File: src/rtl/i2cseq_pkg.sv
package i2cseq_pkg;

  typedef enum logic [1:0] {
    BC_START = 2'd0,
    BC_STOP  = 2'd1,
    BC_BIT   = 2'd2
  } bit_cmd_e;

  typedef struct packed {
    logic       stop;
    logic       start;
    logic [7:0] data;
  } cmd_word_t;

  typedef enum logic [2:0] {
    ST_FETCH = 3'd0,
    ST_START = 3'd1,
    ST_TXB   = 3'd2,
    ST_TXACK = 3'd3,
    ST_CNT   = 3'd4,
    ST_RXB   = 3'd5,
    ST_RXACK = 3'd6,
    ST_STOP  = 3'd7
  } seq_state_e;

endpackage

File: src/rtl/i2cseq_fifo.sv
module i2cseq_fifo #(
  parameter int W     = 8,
  parameter int DEPTH = 16
) (
  input  logic                         clk,
  input  logic                         rst_n,
  input  logic                         flush,
  input  logic                         in_valid,
  output logic                         in_ready,
  input  logic [W-1:0]                 in_data,
  output logic                         out_valid,
  input  logic                         out_ready,
  output logic [W-1:0]                 out_data,
  output logic [$clog2(DEPTH+1)-1:0]   count
);
  localparam int AW = $clog2(DEPTH);
  localparam int CW = $clog2(DEPTH+1);

  logic [W-1:0]  mem [DEPTH];
  logic [AW-1:0] wr_ptr, rd_ptr;
  logic          push, pop;

  assign in_ready  = (count != CW'(DEPTH));
  assign out_valid = (count != '0);
  assign out_data  = mem[rd_ptr];
  assign push      = in_valid && in_ready;
  assign pop       = out_valid && out_ready;

  always_ff @(posedge clk) begin
    if (push) mem[wr_ptr] <= in_data;
  end

  always_ff @(posedge clk or negedge rst_n) begin
    if (!rst_n) begin
      wr_ptr <= '0;
      rd_ptr <= '0;
      count  <= '0;
    end else if (flush) begin
      wr_ptr <= '0;
      rd_ptr <= '0;
      count  <= '0;
    end else begin
      if (push) wr_ptr <= wr_ptr + AW'(1);
      if (pop)  rd_ptr <= rd_ptr + AW'(1);
      case ({push, pop})
        2'b10:   count <= count + CW'(1);
        2'b01:   count <= count - CW'(1);
        default: count <= count;
      endcase
    end
  end

  always_ff @(posedge clk) begin
    if (rst_n) assert_fill_bound_R9: assert (count <= CW'(DEPTH))
      else $error("queue count beyond depth");
  end

endmodule

File: src/rtl/i2cseq_bit_engine.sv
module i2cseq_bit_engine
  import i2cseq_pkg::*;
#(
  parameter int QTR_CLKS = 250
) (
  input  logic     clk,
  input  logic     rst_n,
  input  logic     cmd_valid,
  input  bit_cmd_e cmd,
  input  logic     cmd_bit,
  output logic     ready,
  output logic     done,
  output logic     rx_bit,
  input  logic     scl_i,
  input  logic     sda_i,
  output logic     scl_oe,
  output logic     sda_oe
);
  localparam int QW = (QTR_CLKS > 1) ? $clog2(QTR_CLKS) : 1;

  logic          busy;
  bit_cmd_e      cur;
  logic          bitv;
  logic [1:0]    ph;
  logic [QW-1:0] qcnt;
  logic [1:0]    scl_s, sda_s;
  logic [1:0]    start_ph;

  // {scl pull, sda pull} for each quarter of a command
  function automatic logic [1:0] drive_pat(bit_cmd_e c, logic [1:0] p, logic b);
    case (c)
      BC_START: case (p)
        2'd0:    drive_pat = 2'b10;
        2'd1:    drive_pat = 2'b00;
        2'd2:    drive_pat = 2'b01;
        default: drive_pat = 2'b11;
      endcase
      BC_STOP: case (p)
        2'd0:    drive_pat = 2'b11;
        2'd3:    drive_pat = 2'b00;
        default: drive_pat = 2'b01;
      endcase
      default: drive_pat = {(p == 2'd0) || (p == 2'd3), ~b};
    endcase
  endfunction

  assign ready    = !busy;
  // from a free bus, skip the quarter that would pull SCL low
  assign start_ph = (cmd == BC_START && !scl_oe) ? 2'd1 : 2'd0;

  always_ff @(posedge clk or negedge rst_n) begin
    if (!rst_n) begin
      busy   <= 1'b0;
      cur    <= BC_BIT;
      bitv   <= 1'b1;
      ph     <= 2'd0;
      qcnt   <= '0;
      scl_s  <= 2'b11;
      sda_s  <= 2'b11;
      scl_oe <= 1'b0;
      sda_oe <= 1'b0;
      done   <= 1'b0;
      rx_bit <= 1'b1;
    end else begin
      scl_s <= {scl_s[0], scl_i};
      sda_s <= {sda_s[0], sda_i};
      done  <= 1'b0;
      if (!busy) begin
        if (cmd_valid) begin
          busy             <= 1'b1;
          cur              <= cmd;
          bitv             <= cmd_bit;
          ph               <= start_ph;
          qcnt             <= '0;
          {scl_oe, sda_oe} <= drive_pat(cmd, start_ph, cmd_bit);
        end
      end else if (ph == 2'd1 && !scl_s[1]) begin
        qcnt <= '0;  // wait for SCL to be seen high
      end else if (qcnt == QW'(QTR_CLKS - 1)) begin
        qcnt <= '0;
        if (ph == 2'd2) rx_bit <= sda_s[1];
        if (ph == 2'd3) begin
          busy <= 1'b0;
          done <= 1'b1;
        end else begin
          ph               <= ph + 2'd1;
          {scl_oe, sda_oe} <= drive_pat(cur, ph + 2'd1, bitv);
        end
      end else begin
        qcnt <= qcnt + QW'(1);
      end
    end
  end

  assert_sda_moves_scl_low_R10: assert property (@(posedge clk) disable iff (!rst_n)
    (!$stable(sda_oe) && !scl_oe && !$past(scl_oe)) |-> (cur != BC_BIT))
    else $error("SDA moved while SCL high during a data bit");

endmodule

File: src/rtl/i2c_dyn_master.sv
module i2c_dyn_master
  import i2cseq_pkg::*;
#(
  parameter int QTR_CLKS   = 250,
  parameter int FIFO_DEPTH = 16
) (
  input  logic                            clk,
  input  logic                            rst_n,
  input  logic                            tx_valid,
  input  logic [9:0]                      tx_data,
  output logic                            tx_ready,
  output logic                            rx_valid,
  output logic [7:0]                      rx_data,
  input  logic                            rx_ready,
  output logic [$clog2(FIFO_DEPTH)-1:0]   tx_level,
  output logic                            tx_empty,
  output logic [$clog2(FIFO_DEPTH)-1:0]   rx_level,
  output logic                            rx_empty,
  output logic                            bus_busy,
  output logic                            tx_err,
  output logic                            bus_idle_irq,
  input  logic                            scl_i,
  input  logic                            sda_i,
  output logic                            scl_oe,
  output logic                            sda_oe
);
  localparam int LVL_W = $clog2(FIFO_DEPTH);
  localparam int CNT_W = $clog2(FIFO_DEPTH + 1);

  seq_state_e       state;
  logic             issued;
  logic [7:0]       sh;
  logic [2:0]       bitcnt;
  logic [7:0]       remain;
  logic             rd_mode, is_addr, stop_after;

  logic             txq_valid, txq_pop;
  logic [9:0]       txq_data;
  logic [CNT_W-1:0] txq_cnt, rxq_cnt;
  logic             rx_wr, rxq_room, nack_flush;
  logic [7:0]       rx_byte;
  cmd_word_t        w;

  logic             eng_valid, eng_ready, eng_done, eng_rx, eng_bit;
  bit_cmd_e         eng_cmd;

  assign w = cmd_word_t'(txq_data);

  i2cseq_fifo #(.W(10), .DEPTH(FIFO_DEPTH)) u_txq (
    .clk, .rst_n, .flush(nack_flush),
    .in_valid(tx_valid), .in_ready(tx_ready), .in_data(tx_data),
    .out_valid(txq_valid), .out_ready(txq_pop), .out_data(txq_data),
    .count(txq_cnt));

  i2cseq_fifo #(.W(8), .DEPTH(FIFO_DEPTH)) u_rxq (
    .clk, .rst_n, .flush(1'b0),
    .in_valid(rx_wr), .in_ready(rxq_room), .in_data(rx_byte),
    .out_valid(rx_valid), .out_ready(rx_ready), .out_data(rx_data),
    .count(rxq_cnt));

  i2cseq_bit_engine #(.QTR_CLKS(QTR_CLKS)) u_eng (
    .clk, .rst_n, .cmd_valid(eng_valid), .cmd(eng_cmd), .cmd_bit(eng_bit),
    .ready(eng_ready), .done(eng_done), .rx_bit(eng_rx),
    .scl_i, .sda_i, .scl_oe, .sda_oe);

  assign tx_empty   = (txq_cnt == '0);
  assign rx_empty   = (rxq_cnt == '0);
  assign tx_level   = tx_empty ? '0 : LVL_W'(txq_cnt - CNT_W'(1));
  assign rx_level   = rx_empty ? '0 : LVL_W'(rxq_cnt - CNT_W'(1));

  assign txq_pop    = txq_valid && (state == ST_FETCH || state == ST_CNT);
  assign nack_flush = (state == ST_TXACK) && eng_done && eng_rx;
  assign rx_wr      = (state == ST_RXB) && eng_done && (bitcnt == 3'd7);
  assign rx_byte    = {sh[6:0], eng_rx};

  always_comb begin
    eng_valid = 1'b0;
    eng_cmd   = BC_BIT;
    eng_bit   = 1'b1;
    if (!issued) begin
      case (state)
        ST_START: begin eng_valid = 1'b1; eng_cmd = BC_START; end
        ST_TXB:   begin eng_valid = 1'b1; eng_bit = sh[7]; end
        ST_TXACK: eng_valid = 1'b1;
        ST_RXB:   eng_valid = (bitcnt != 3'd0) || rxq_room;
        ST_RXACK: begin eng_valid = 1'b1; eng_bit = (remain == 8'd1); end
        ST_STOP:  begin eng_valid = 1'b1; eng_cmd = BC_STOP; end
        default:  eng_valid = 1'b0;
      endcase
    end
  end

  always_ff @(posedge clk or negedge rst_n) begin
    if (!rst_n) begin
      state        <= ST_FETCH;
      issued       <= 1'b0;
      sh           <= '0;
      bitcnt       <= '0;
      remain       <= '0;
      rd_mode      <= 1'b0;
      is_addr      <= 1'b0;
      stop_after   <= 1'b0;
      bus_busy     <= 1'b0;
      tx_err       <= 1'b0;
      bus_idle_irq <= 1'b0;
    end else begin
      if (eng_valid && eng_ready) issued <= 1'b1;
      if (eng_done)               issued <= 1'b0;
      case (state)
        ST_FETCH: if (txq_valid) begin
          if (w.start) begin
            sh           <= w.data;
            rd_mode      <= w.data[0];
            is_addr      <= 1'b1;
            stop_after   <= w.stop;
            tx_err       <= 1'b0;
            bus_idle_irq <= 1'b0;
            bus_busy     <= 1'b1;
            state        <= ST_START;
          end else if (bus_busy && !rd_mode) begin
            sh         <= w.data;
            is_addr    <= 1'b0;
            stop_after <= w.stop;
            bitcnt     <= '0;
            state      <= ST_TXB;
          end
        end
        ST_START: if (eng_done) begin
          bitcnt <= '0;
          state  <= ST_TXB;
        end
        ST_TXB: if (eng_done) begin
          sh     <= {sh[6:0], 1'b0};
          bitcnt <= bitcnt + 3'd1;
          if (bitcnt == 3'd7) state <= ST_TXACK;
        end
        ST_TXACK: if (eng_done) begin
          if (eng_rx) begin
            tx_err <= 1'b1;
            state  <= ST_STOP;
          end else if (is_addr && rd_mode) begin
            state <= ST_CNT;
          end else begin
            state <= stop_after ? ST_STOP : ST_FETCH;
          end
        end
        ST_CNT: if (txq_valid) begin
          remain     <= w.data;
          stop_after <= w.stop;
          bitcnt     <= '0;
          if (w.data == 8'd0) state <= w.stop ? ST_STOP : ST_FETCH;
          else                state <= ST_RXB;
        end
        ST_RXB: if (eng_done) begin
          sh     <= rx_byte;
          bitcnt <= bitcnt + 3'd1;
          if (bitcnt == 3'd7) state <= ST_RXACK;
        end
        ST_RXACK: if (eng_done) begin
          remain <= remain - 8'd1;
          bitcnt <= '0;
          if (remain == 8'd1) state <= stop_after ? ST_STOP : ST_FETCH;
          else                state <= ST_RXB;
        end
        default: if (eng_done) begin
          bus_busy     <= 1'b0;
          bus_idle_irq <= 1'b1;
          state        <= ST_FETCH;
        end
      endcase
    end
  end

  assert_err_from_nack_R6: assert property (@(posedge clk) disable iff (!rst_n)
    $rose(tx_err) |-> $past(state == ST_TXACK && eng_done && eng_rx))
    else $error("error flag without a sampled NACK");

  assert_free_bus_released_R7: assert property (@(posedge clk) disable iff (!rst_n)
    !bus_busy |-> !scl_oe)
    else $error("SCL pulled while bus not busy");

  assert_rx_push_room_R9: assert property (@(posedge clk) disable iff (!rst_n)
    rx_wr |-> rxq_room)
    else $error("received byte pushed into full queue");

  assert_hold_only_busy_R8: assert property (@(posedge clk) disable iff (!rst_n)
    (state == ST_FETCH && scl_oe) |-> bus_busy)
    else $error("SCL held without an open transfer");

endmodule

File: config.mk
export PLATFORM = sky130hd
export DESIGN_NAME = i2c_dyn_master
export DESIGN_NICKNAME = d
export VERILOG_FILES = /design/src/rtl/i2cseq_pkg.sv /design/src/rtl/i2cseq_fifo.sv /design/src/rtl/i2cseq_bit_engine.sv /design/src/rtl/i2c_dyn_master.sv
export SDC_FILE = /design/constraint.sdc
export NUM_CORES = 1
export LEC_CHECK = 0
export BUFFER_PORTS_ARGS = -buffer_cell sky130_fd_sc_hd__buf_2
export CORE_ASPECT_RATIO = 1.2
export CORE_MARGIN = 3
export CORE_UTILIZATION = 50
export CTS_BUF_LIST = sky130_fd_sc_hd__clkbuf_4
export CTS_CLUSTER_DIAMETER = 50
export DETAILED_ROUTE_END_ITERATION = 12
export HOLD_SLACK_MARGIN = 0.03
export PLACE_DENSITY = 0.66
export SYNTH_ARGS = -nofsm -noshare
export SYNTH_HDL_FRONTEND = slang
export SYNTH_SLANG_ARGS = --single-unit
File: constraint.sdc
create_clock -name clk -period 5.4 [get_ports clk]
set_input_delay 0.81 -clock clk [delete_from_list [all_inputs] [get_ports clk]]
set_output_delay 0.81 -clock clk [all_outputs]
set_load 0.05 [all_outputs]
==> results.toml <==
[sta]
slew_viol_final = 0
finalHoldViolCount = 0
setup_violations = 0
tns_ns = 0
finalCritPeriodShare_pct = 75.5
slew_headroom_pct = 13.8
fmax_ghz = 0.245
setup_slack_ns = 1.32
period_minus_slack_ns = 4.08
worst_pin_slew_ns = 1.28
rsz0062_at_grt = "false"
finClkSkew_ns = 0.0550

[placed_design]
place.gp.congestion = 0.797
portBuffers = 40
post-place-ws_ns = 1.78
hpwl_mm = 20.0

[die]
die_w_microns = 167
initial_core_util_pct = 50.9
coreArea_sq_mm = 0.0305
rows = 70
dieArea_sq_mm = 0.0332
die_height_microns = 199
io_pins = 41

[detailed_routing]
dr_wl_met3_mm = 1.53
ant_nets = 0
post_drt_wl_per_cell_microns = 20.8
wl_met1_mm = 12.3
dr.first_iter.drc_count = 632
drt_pass1_iterations = 5
wl_met2_mm = 16.8
routed_wl_mm = 31.5
vias = 8544
vias_per_cell = 5.64
drc_errors = 0
highest_layer = "met5"

[logic_synthesis]
synthMuxAreaShare_pct = 13.7
yosysTopAreaCell = "edfxtp_1"
synth_top_cells_by_count = "edfxtp_1 (288), nor2_1 (72), dfrtp_1 (70), mux4_2 (68), nand2_1 (49)"
synthArstFlopShare_pct = 21.1
synth_flop_cell = "edfxtp_1"
postSynthAreaPerCell_sq_um = 16.3
yosys_warnings = 0
synth_top_family_by_area = "multiplexers"
syn_area_sq_mm = 0.0155
synth_cell_types = 62
synth_edf_count = 288
synth_simple_gate_area_share_pct = 7.42
synth_compound_area_share_pct = 4.85
synth_top_area_share_pct = 55.8
ys_seq_elements = 365
synth_most_common_cell = "edfxtp_1"
netlist_top_cells_area = "edfxtp_1 (56%), dfrtp_1 (11%), mux4_2 (9.9%)"
synthAdderAreaFrac_pct = 2.18
synthCells = 952
synth_xor_area_share_pct = 1.64
yosysSeqAreaShare_pct = 68.3
syn_nets = 995

[power]
netSwitchingFraction_pct = 35.5
power_frac_seq_pct = 43.6
p_int_w = 0.00600
comb_power_share_pct = 31.3
ir_drop_mv = 0.258
p_sw_w = 0.00330
clkPwrFrac_pct = 25.1
p_leak_nw = 6.10
p_per_area_mw_per_mm2 = 538

[clock_tree]
hold_buffers = 0
cts-htree-levels = 3
clockRootBuffer = "clkbuf_4"
cts.sinks = 365
clkLatencyLatePin_ns = 0.73
cts_tree = "done"
cts_buffers = 90
path_clk_slew_ns = 0.06
cts_resized = 0
clk_path_buf_depth = 3
postCtsSetupRepairBufs = 0

[run]
max_cap_viol_count = 0

[global_route]
grt_pass1_wl_mm = 50.1
grt_pass1_vias = 8922
antenna_found_initial = 5
gr-total-overflow = 0
track_usage_pct = 19.6
grt_max_degree = 78

[setup_path]
cp_max_fo = 23
cp_num_buf_inv = 2
critPathMaxStageDelay_ns = 0.86
cp_top_family = "multiplexers"
crit_arrival_ns = 3.27
end_kind = "output port"
required_ns = 4.59
critPathSlowestCell = "dfrtp_2"
cp_cell_sequence = "buf_4, mux4_2, mux4_2, buf_2"
path_common_cell = "mux4_2"
start_kind = "register"
worst-setup-path-type = "register to output port"

[run_status]
status = "finished clean"

[min_path]
min_path_type = "input pin to register"

[layout]
nFillCells = 2414
area_growth_pct = 11.5
multi_input_area_sq_mm = 0.00461
drive_gt1_share_pct = 26.3
nets = 1089
seq_area_sq_mm = 0.0106
-- through the flow --
stage	cells	hold WS [ns]	cell area (sq um)	power [W]	utilization, %
5_1_grt	1516	0.0953	17300	0.00989	56.7
3_5_place_dp	1350	0.350	16100	0.00706	52.7
2_1_floorplan	952	0.345	15500	0.00627	-
4_1_cts	1512	0.110	17300	0.00942	56.7
3_3_place_gp	1350	0.347	16100	0.00701	52.7
6_report	1516	0.193	17300	0.00930	56.7
-- placed cells by master (no fill, tap or decap), types with 19 or more instances in the layout --
cell,n
edfxtp_1,288
clkbuf_4,141
nor2_1,72
mux4_2,68
dfrtp_1,67
nand2_1,49
buf_2,39
o21ai_0,36
a21oi_1,28
ha_1,27
inv_1,25
nand3_1,19
-- power by group through the flow --
stage / Clock [W] / Sequential, W / Combinational (W)
after floorplan: 0 / 0.00378 / 0.00249
after global placement: 0 / 0.00411 / 0.00291
after detailed placement: 0 / 0.00412 / 0.00294
after CTS: 0.00241 / 0.00406 / 0.00295
after global routing: 0.00258 / 0.00413 / 0.00318
final: 0.00233 / 0.00405 / 0.00291
-- flip-flops by register name, indices dropped and copies added, names as in the netlist, 3 cells and up --
register / cells
sh: 8
u_rxq.mem: 128
remain: 8
u_txq.count: 5
state: 3
u_txq.mem: 160
u_txq.rd_ptr: 4
u_eng.qcnt: 8
bitcnt: 3
u_txq.wr_ptr: 4
u_rxq.count: 5
u_rxq.wr_ptr: 4
u_rxq.rd_ptr: 4
-- worst paths after layout --
check | start | endpoint | slack, ns | cells past startpoint
worst max-delay path | u_rxq.rd_ptr[0] | rx_data[0] | 1.32 | 4
worst min-delay path | scl_i | u_eng.scl_s[0] | 0.19 | 1
worst max register to register | state[0] | u_rxq.mem[1][1] | 1.80 | 5
worst min register to register | u_eng.scl_s[0] | u_eng.scl_s[1] | 0.35 | 0
max in group asynchronous | rst_n | u_rxq.rd_ptr[0] | 4.42 | 1
min in group asynchronous | rst_n | u_txq.wr_ptr[1] | 0.26 | 1
-- per-layer routing --
| layer | GRT usage [%] | up-vias |
|---|---|---|
| li1 | - | 3963 |
| met1 | 23.2 | 4270 |
| met2 | 35.0 | 240 |
| met3 | 4.53 | 67 |
| met4 | 7.58 | 4 |
| met5 | 0 | - |
-- area by class of cell --
type	count	area share (%)
repair buffers	50	1.61
diodes	4	0.0579
well taps	396	2.87
clock inverters	21	0.840
clock buffers	141	6.13
inverters	25	0.543
flip-flops and latches	365	61.3
multi-input cells	514	26.7
-- cell families (layout without fill, tap and decap cells) --
logic type / after synthesis / count (layout)
other: 0 / 4
adders and majority gates: 27 / 27
AOI/OAI and AO/OA: 117 / 117
xor gates and xnor gates: 29 / 29
and+or+nand+nor: 231 / 231
muxes: 110 / 110
DFF: 365 / 365
buffers and inverters: 73 / 237
Note: power is estimated with default switching activity, not from simulation.
